===== config.mk =====
export PLATFORM = sky130hd
export DESIGN_NAME = ext_irq_ctrl
export DESIGN_NICKNAME = d
export VERILOG_FILES = /design/src/rtl/eirq_pkg.sv /design/src/rtl/eirq_sync.sv /design/src/rtl/eirq_chan.sv /design/src/rtl/eirq_regs.sv /design/src/rtl/ext_irq_ctrl.sv
export SDC_FILE = /design/constraint.sdc
export NUM_CORES = 1
export LEC_CHECK = 0
export ABC_AREA = 1
export BUFFER_PORTS_ARGS = -buffer_cell sky130_fd_sc_hd__buf_2
export CORE_MARGIN = 1.5
export CORE_UTILIZATION = 25
export CTS_BUF_LIST = sky130_fd_sc_hd__clkbuf_4
export DETAILED_ROUTE_END_ITERATION = 10
export RECOVER_POWER = 25
export SLEW_MARGIN = 20
export SYNTH_ARGS = -nofsm -noshare
export SYNTH_HDL_FRONTEND = slang
export SYNTH_SLANG_ARGS = --single-unit

===== constraint.sdc =====
create_clock -name clk -period 2.95 [get_ports clk]
set_input_delay 0.295 -clock clk [delete_from_list [all_inputs] [get_ports clk]]
set_output_delay 0.295 -clock clk [all_outputs]
set_load 0.01 [all_outputs]

===== src/rtl/eirq_pkg.sv =====
package eirq_pkg;
   typedef enum logic [1:0] {
      SENSE_LOW  = 2'b00,
      SENSE_ANY  = 2'b01,
      SENSE_FALL = 2'b10,
      SENSE_RISE = 2'b11
   } sense_e;

   localparam int SENSE_W = 2;
endpackage


===== src/rtl/eirq_sync.sv =====
module eirq_sync #(
   parameter int WIDTH  = 8,
   parameter int STAGES = 2
) (
   input  logic             clk,
   input  logic [WIDTH-1:0] d_i,
   output logic [WIDTH-1:0] q_o
);
   if (STAGES < 2) begin : g_bad_stages
      $error("eirq_sync: STAGES must be at least 2");
   end

   logic [WIDTH-1:0] stage_q [STAGES];

   // No reset: the chain only carries pin state; downstream history follows it
   always_ff @(posedge clk) begin
      stage_q[0] <= d_i;
   end

   for (genvar s = 1; s < STAGES; s++) begin : g_stage
      always_ff @(posedge clk) begin
         stage_q[s] <= stage_q[s-1];
      end
   end

   assign q_o = stage_q[STAGES-1];
endmodule


===== src/rtl/eirq_chan.sv =====
module eirq_chan
   import eirq_pkg::*;
#(
   parameter bit HAS_ANY = 1'b1
) (
   input  logic               clk,
   input  logic               rst_n,
   input  logic               pin_i,
   input  logic [SENSE_W-1:0] mode_i,
   input  logic               en_i,
   input  logic               gie_i,
   input  logic               ack_i,
   input  logic               clr_i,
   output logic               flag_o,
   output logic               irq_o
);
   sense_e mode;
   logic   prev_q;
   logic   flag_q;
   logic   any_chg;
   logic   evt;

   assign mode = sense_e'(mode_i);

   // History follows the synchronized pin in reset too, so no edge appears at release
   always_ff @(posedge clk) begin
      prev_q <= pin_i;
   end

   if (HAS_ANY) begin : g_any
      assign any_chg = prev_q ^ pin_i;
   end else begin : g_rsvd
      assign any_chg = 1'b0;
   end

   always_comb begin
      unique case (mode)
         SENSE_FALL: evt = prev_q & ~pin_i;
         SENSE_RISE: evt = ~prev_q & pin_i;
         SENSE_ANY:  evt = any_chg;
         default:    evt = 1'b0;
      endcase
   end

   always_ff @(posedge clk) begin
      if (!rst_n) begin
         flag_q <= 1'b0;
      end else if (mode == SENSE_LOW) begin
         flag_q <= 1'b0;
      end else if (evt) begin
         flag_q <= 1'b1;
      end else if (ack_i || clr_i) begin
         flag_q <= 1'b0;
      end
   end

   assign flag_o = flag_q;
   assign irq_o  = gie_i & en_i & ((mode == SENSE_LOW) ? ~pin_i : flag_q);

   AST_LEVEL_NO_FLAG: assert property (@(posedge clk) disable iff (!rst_n)
      (mode == SENSE_LOW) |=> !flag_o);
   AST_EDGE_WINS: assert property (@(posedge clk) disable iff (!rst_n)
      (evt && mode != SENSE_LOW) |=> flag_o);
   AST_ACK_CLEARS: assert property (@(posedge clk) disable iff (!rst_n)
      (ack_i && !evt) |=> !flag_o);
   if (!HAS_ANY) begin : g_rsvd_chk
      AST_RSVD_SILENT: assert property (@(posedge clk) disable iff (!rst_n)
         (mode == SENSE_ANY && !flag_o) |=> !flag_o);
   end
endmodule


===== src/rtl/eirq_regs.sv =====
module eirq_regs
   import eirq_pkg::*;
#(
   parameter int NUM_CH = 8,
   parameter int DATA_W = 8,
   parameter int ADDR_W = 2
) (
   input  logic                      clk,
   input  logic                      rst_n,
   input  logic                      sel_i,
   input  logic                      we_i,
   input  logic [ADDR_W-1:0]         addr_i,
   input  logic [DATA_W-1:0]         wdata_i,
   input  logic [NUM_CH-1:0]         flags_i,
   output logic [DATA_W-1:0]         rdata_o,
   output logic [SENSE_W*NUM_CH-1:0] ctrl_o,
   output logic [NUM_CH-1:0]         mask_o,
   output logic [NUM_CH-1:0]         clr_o
);
   localparam int CTRL_BITS = SENSE_W * NUM_CH;
   localparam int CTRL_REGS = CTRL_BITS / DATA_W;
   localparam int MASK_ADDR = CTRL_REGS;
   localparam int FLAG_ADDR = CTRL_REGS + 1;

   if (CTRL_BITS % DATA_W != 0) begin : g_bad_pack
      $error("eirq_regs: control fields must fill whole bytes");
   end
   if ((1 << ADDR_W) < CTRL_REGS + 2) begin : g_bad_addr
      $error("eirq_regs: ADDR_W too small for the register map");
   end

   logic [CTRL_BITS-1:0] ctrl_q;
   logic [NUM_CH-1:0]    mask_q;
   logic                 wr;

   assign wr = sel_i & we_i;

   always_ff @(posedge clk) begin
      if (!rst_n) begin
         ctrl_q <= '0;
         mask_q <= '0;
      end else if (wr) begin
         for (int k = 0; k < CTRL_REGS; k++) begin
            if (addr_i == ADDR_W'(k)) ctrl_q[k*DATA_W +: DATA_W] <= wdata_i;
         end
         if (addr_i == ADDR_W'(MASK_ADDR)) mask_q <= wdata_i[NUM_CH-1:0];
      end
   end

   assign clr_o = (wr && addr_i == ADDR_W'(FLAG_ADDR)) ? wdata_i[NUM_CH-1:0] : '0;

   always_comb begin
      rdata_o = '0;
      for (int k = 0; k < CTRL_REGS; k++) begin
         if (addr_i == ADDR_W'(k)) rdata_o = ctrl_q[k*DATA_W +: DATA_W];
      end
      if (addr_i == ADDR_W'(MASK_ADDR)) rdata_o[NUM_CH-1:0] = mask_q;
      if (addr_i == ADDR_W'(FLAG_ADDR)) rdata_o[NUM_CH-1:0] = flags_i;
   end

   assign ctrl_o = ctrl_q;
   assign mask_o = mask_q;

   AST_MASK_HOLDS: assert property (@(posedge clk) disable iff (!rst_n)
      !(wr && addr_i == ADDR_W'(MASK_ADDR)) |=> $stable(mask_o));
endmodule


===== src/rtl/ext_irq_ctrl.sv =====
module ext_irq_ctrl
   import eirq_pkg::*;
#(
   parameter int NUM_CH      = 8,
   parameter int LOW_GROUP   = 4,
   parameter int SYNC_STAGES = 2,
   parameter int DATA_W      = 8,
   parameter int ADDR_W      = 2
) (
   input  logic              clk,
   input  logic              rst_n,
   input  logic [NUM_CH-1:0] pin_i,
   input  logic              gie_i,
   input  logic [NUM_CH-1:0] ack_i,
   input  logic              bus_sel_i,
   input  logic              bus_we_i,
   input  logic [ADDR_W-1:0] bus_addr_i,
   input  logic [DATA_W-1:0] bus_wdata_i,
   output logic [DATA_W-1:0] bus_rdata_o,
   output logic [NUM_CH-1:0] irq_o
);
   if (NUM_CH > DATA_W) begin : g_bad_ch
      $error("ext_irq_ctrl: NUM_CH exceeds the bus width");
   end
   if (LOW_GROUP > NUM_CH) begin : g_bad_group
      $error("ext_irq_ctrl: LOW_GROUP exceeds NUM_CH");
   end

   logic [NUM_CH-1:0]         pin_s;
   logic [SENSE_W*NUM_CH-1:0] ctrl;
   logic [NUM_CH-1:0]         mask;
   logic [NUM_CH-1:0]         clr;
   logic [NUM_CH-1:0]         flags;

   eirq_sync #(.WIDTH(NUM_CH), .STAGES(SYNC_STAGES)) u_sync (
      .clk (clk),
      .d_i (pin_i),
      .q_o (pin_s)
   );

   eirq_regs #(.NUM_CH(NUM_CH), .DATA_W(DATA_W), .ADDR_W(ADDR_W)) u_regs (
      .clk     (clk),
      .rst_n   (rst_n),
      .sel_i   (bus_sel_i),
      .we_i    (bus_we_i),
      .addr_i  (bus_addr_i),
      .wdata_i (bus_wdata_i),
      .flags_i (flags),
      .rdata_o (bus_rdata_o),
      .ctrl_o  (ctrl),
      .mask_o  (mask),
      .clr_o   (clr)
   );

   for (genvar n = 0; n < NUM_CH; n++) begin : g_ch
      eirq_chan #(.HAS_ANY(n >= LOW_GROUP)) u_chan (
         .clk    (clk),
         .rst_n  (rst_n),
         .pin_i  (pin_s[n]),
         .mode_i (ctrl[n*SENSE_W +: SENSE_W]),
         .en_i   (mask[n]),
         .gie_i  (gie_i),
         .ack_i  (ack_i[n]),
         .clr_i  (clr[n]),
         .flag_o (flags[n]),
         .irq_o  (irq_o[n])
      );
   end

   AST_IRQ_NEEDS_GIE: assert property (@(posedge clk) disable iff (!rst_n)
      !gie_i |-> (irq_o == '0));
   AST_IRQ_NEEDS_MASK: assert property (@(posedge clk) disable iff (!rst_n)
      ((irq_o & ~mask) == '0));
endmodule


Word-level counts from Yosys, hierarchy flattened
Memories as Yosys holds them, arrays and structs flattened. Index checks and enable logic that the tools add are counted.

Equality and inequality tests: 23. Muxes and demuxes: 37. Bitwise logic cells: 54. Reductions and logical operators: 37.

Operators by type and width (count): $mux 8 (5); $eq 2x2->1 const B (18); $and 1x1->1 (33); $mux 1 (24); $logic_not 2->1 (9); $not 1->1 (17); $reduce_bool 2->1 (8); $reduce_or 2->1 (8); $pmux 1 s3 (4); $eq 2x1->1 const B (5); $logic_or 1x1->1 (8); $pmux 1 s2 (4); $reduce_and 2->1 (3); $xor 1x1->1 (4); $logic_and 1x1->1 (1).

Flip-flop bits (word level): 40. RAM bits: 16. Bits of input ports: 31. Output and inout bits: 16. Word-level logic and storage cells: 171. Memories: 1.

Memory list: u_sync.stage_q (words 2, width 8, read ports 2, clocked after Yosys merged registers in 0, wr ports 2, line eirq_sync.sv:13) `logic [WIDTH-1:0] stage_q [STAGES];`.

Logic depth before layout (Yosys ltp)
Depth in word-level cells: 6. Depth in mapped cells: 7. Mapped depth without buffers: 7.

Modules after synthesis
Synthesis repeated with hierarchy kept, for this count alone.

Cell total of the unflattened synthesis: 416. Area, all modules: 2777.7 µm².

By module, submodules not included: eirq_regs (times used 1, cells each 200, area an instance 1236.2 µm²); eirq_chan (g_ch[4].u_chan ...) (times used 4, cells each 24, area an instance 153.9 µm²); eirq_chan (g_ch[0].u_chan ...) (times used 4, cells each 24, area an instance 136.4 µm²); eirq_sync (times used 1, cells each 24, area an instance 380.4 µm²).

Worst setup path after synthesis
No wires, ideal clock.

Path kind: input to output. Start point: input gie_i. End point: output irq_o[0]. Arrival time: 0.920 ns. Path slack: 1.735 ns. Cell stages on the path: 4. Path buffers: 2. Path through: clkbuf_1 nand2_1 a211oi_1 buf_4.

Word-level cells in the longest chain between the ends: 2.

Ends and longest elaborated chain: start: declaration (line ext_irq_ctrl.sv:13) `input logic gie_i,`; $and 1x1->1 (2 in series) (line eirq_chan.sv:58) `assign irq_o = gie_i & en_i & ((mode == SENSE_LOW) ? ~pin_i : flag_q);`; end: declaration (line ext_irq_ctrl.sv:20) `output logic [NUM_CH-1:0] irq_o`.

No other way between the ends.

Worst setup path in the final report
Start point: register u_regs.ctrl_q[11], in the netlist u_regs.ctrl_o[11]. End point: output irq_o[5].

Word-level cells in the longest chain between the ends: 3.

Ends and longest elaborated chain: start: declaration (line eirq_regs.sv:32) `logic [CTRL_BITS-1:0] ctrl_q;`; start signal: indexed assignment (line eirq_regs.sv:44) `if (addr_i == ADDR_W'(k)) ctrl_q[k*DATA_W +: DATA_W] <= wdata_i;`; $logic_not 2->1 (line eirq_chan.sv:58); $mux 1 (line eirq_chan.sv:58); $and 1x1->1 (line eirq_chan.sv:58).

No other way between the ends.

==> results.md <==
- Maxcap violations: 0
- Min-delay src: ack_i[1]
- Layout fillers: between 1k and 1.5k
- # Post-CTS Setup Buffers: 0
- Die height: between 100 and 150 microns
- Library cells used by synthesis: 19
- Die W: roughly 100 microns
- Synth warnings: 0
- Synth Register Bits: 56
- Hpwl dp: ~4700 microns
- Endpoints failing hold: 0
- Most frequent CP cell: nor3_1
- Initial antenna violation count: 0
- # clock sinks: between 50 and 60
- Outcome: finished clean
- CTS buffer count: 5
- Residual DRC: 0
- Max_slew headroom: 66.5%
- Leakage: ~1.3 nW
- Die footprint: about 11000 sq um
- PD cells: roughly 430 nW/um^2
- Terminus of the critical flop-to-flop path: g_ch[5].u_chan.flag_o
- Area grow syn2layout: 17.9%
- CP Class: reg2out
- Avg WL per Cell: about 12 microns
- Slowest-stage cell, CP: dfxtp_1
- Period utilisation layout: between 50% and 60%
- Post-cts sizing count: 0
- Inserted Diodes: 0
- Pin count of the biggest net entering global routing: 33
- CP arrival: approximately 1.4 ns
- Worst r2r src: g_ch[5].u_chan.prev_q
- Required time of the critical path: between 2 and 3 ns
- Placement Setup Slack: ~1.4 ns
- CP max stage delay: approximately 0.52 ns
- Commonest cells after routing, fill and taps aside: 90 x nand2_1, 76 x nor2_1, 56 x dfxtp_1, 46 x buf_2, 42 x inv_1
- Mapped Avg Cell Area: about 7.0 sq um
- Hold depth: 4
- RSZ-0062 raised after global routing: no
- Worst skew pair latency: between 0.3 and 0.4 ns
- Final Slew Violations: 0
- CTS Hold Buffers Added: 7
- Antenna viol nets, final: 0
- I/O pins: 47
- IO buf count: between 40 and 50
- Core box area: 9860 sq um
- Mapped Cells: between 300 and 400
- Highest fanout seen on the critical path: 7
- Final Util: between 30 and 40%
- Fmax: 586 MHz
- Reg2Reg Setup Slack: 1.85 ns
- # rows: 36
- Initial Utilization: between 20% and 30%
- Startpoint Class: register
- Clock Path Buffers: 2
- Net Count, Synth: between 400 and 500
- Overflow after GRT: 0
- Vias in the first global route: approximately 2.2k
- CP cell instances: nor3_1 -> nor3_1 -> buf_2
- Hold Crit Class: in2reg
- Final count of negative-setup-slack endpoints: 0
- H-tree depth: 2
- Drt pass-1 iters: 4
- Post-route clock skew: about 0.018 ns
- Drt via density: between 4 and 5
- Hold Path End: g_ch[1].u_chan.flag_o
- Vias: about 2.3k
- Clk root buf: clkbuf_4
- Slack of the critical path: around 1.2 ns
- Worst vdd ir: about 200 uV
- Non-Filler Instances: ~550
- 1st-iter DRT viols: between 70 and 80
- Share of cells above drive strength 1: 15.7%
- Measured slew at the worst slew-check pin: 0.503 ns
- Minimum clock period: 1.71 ns
- Crit. End Element: primary output
- Reg clk slew, reported paths: 0.17 ns
- Final net count: around 450
- Most common cell after layout, fill and taps aside: nand2_1
- GPL Wtd Cong: 0.803
- Mapped cell area: ~2600 sq um
- First-pass GRT wire length: roughly 11000 microns
- Post-Route WL: between 6000 and 7000 microns
- CTS tree: done
- Setup TNS Final: 0 ns
- Register area share after synthesis: between 40% and 50%
- Cells after DPL: ~530
- Worst-case reg-to-reg path depth: 7
- GRT Util Overall: between 10% and 20%
==> state kept, by name, summed over array words and instances, names as in the netlist <==
register	count
g_ch.u_chan.flag_o	8
g_ch.u_chan.prev_q	8
u_regs.ctrl_o	16
u_regs.mask_o	8
u_sync.stage_q	16
==> cells by family after synthesis <==
logic type                 Yosys count  synth area share [%]
and+or+nand+nor                    189                  30.6
buffers and inverters               59                  10.4
DFF                                 56                  43.9
AOI/OAI and AO/OA                   52                  11.2
adders and majority gates            8                  3.92
==> critical path: cells and delay by family, from the launching register on <==
kind / cells / cell delay, ns
DFF: 1 / 0.52
and+or+nand+nor: 2 / 0.32
buffers and inverters: 1 / 0.18
==> how the worst max path moves through the flow <==
stage,from,endpoint,slack (ns)
final,u_regs.ctrl_o[11],irq_o[5],1.24
after detailed placement,bus_addr_i[1],bus_rdata_o[6],1.35
after global routing,u_regs.ctrl_o[6],irq_o[3],1.08
after global placement,bus_addr_i[1],bus_rdata_o[6],1.37
after CTS,u_regs.ctrl_o[6],irq_o[3],1.25
after floorplan,gie_i,irq_o[0],1.73
==> power breakdown <==
part / internal, mW / switching, mW
Combinational: 0.0579 / 0.0833
Sequential: 0.786 / 0.0242
Clock: 0.0904 / 0.251
==> metal layers <==
layer,vias to the layer above,track usage (%),share of wire (%)
met5,-,0,0
met4,0,2.98,0.87
met3,5,2.69,4.6
met2,41,20.7,47
met1,1028,15.8,48
li1,1239,-,-
==> stage by stage <==
stage	hold slack, ns	cell area, sq um	power [mW]
after floorplan	0.310	2550	0.904
after global placement	0.311	2880	0.957
after detailed placement	0.313	2880	0.961
after CTS	0.00313	3000	1.31
after global routing	0.141	3010	1.37
final	0.154	3010	1.29
==> cell usage after synthesis <==
master     count  share of area, %
nor2_1        76                11
nand2_4        3               1.3
clkbuf_1       4              0.59
nand4_1        4              0.98
inv_1         42               6.2
buf_4          8               2.4
a21oi_1       12               2.4
nor2_2         1              0.25
nor3_1         8               1.6
inv_2          2              0.29
a211oi_1       4               1.2
o21ai_0       32               6.3
nand3_1        4              0.78
clkinv_4       3               1.0
ha_1           8               3.9
o2111ai_1      4               1.4
nand2_1       90                13
nor2_4         3               1.3
dfxtp_1       56                44
==> layout make-up <==
| class | instances | area [sq um] | share of cell area (%) |
|---|---|---|---|
| multi-input combinational | 249 | 1170 | 38.7 |
| sequential | 56 | 1120 | 37.2 |
| timing repair buffer | 54 | 310 | 10.3 |
| inverter | 47 | 191 | 6.35 |
| tap | 133 | 166 | 5.52 |
| clock buffer | 5 | 37.5 | 1.25 |
| clock inverter | 3 | 18.8 | 0.623 |
(Power assumes the default switching activity.)
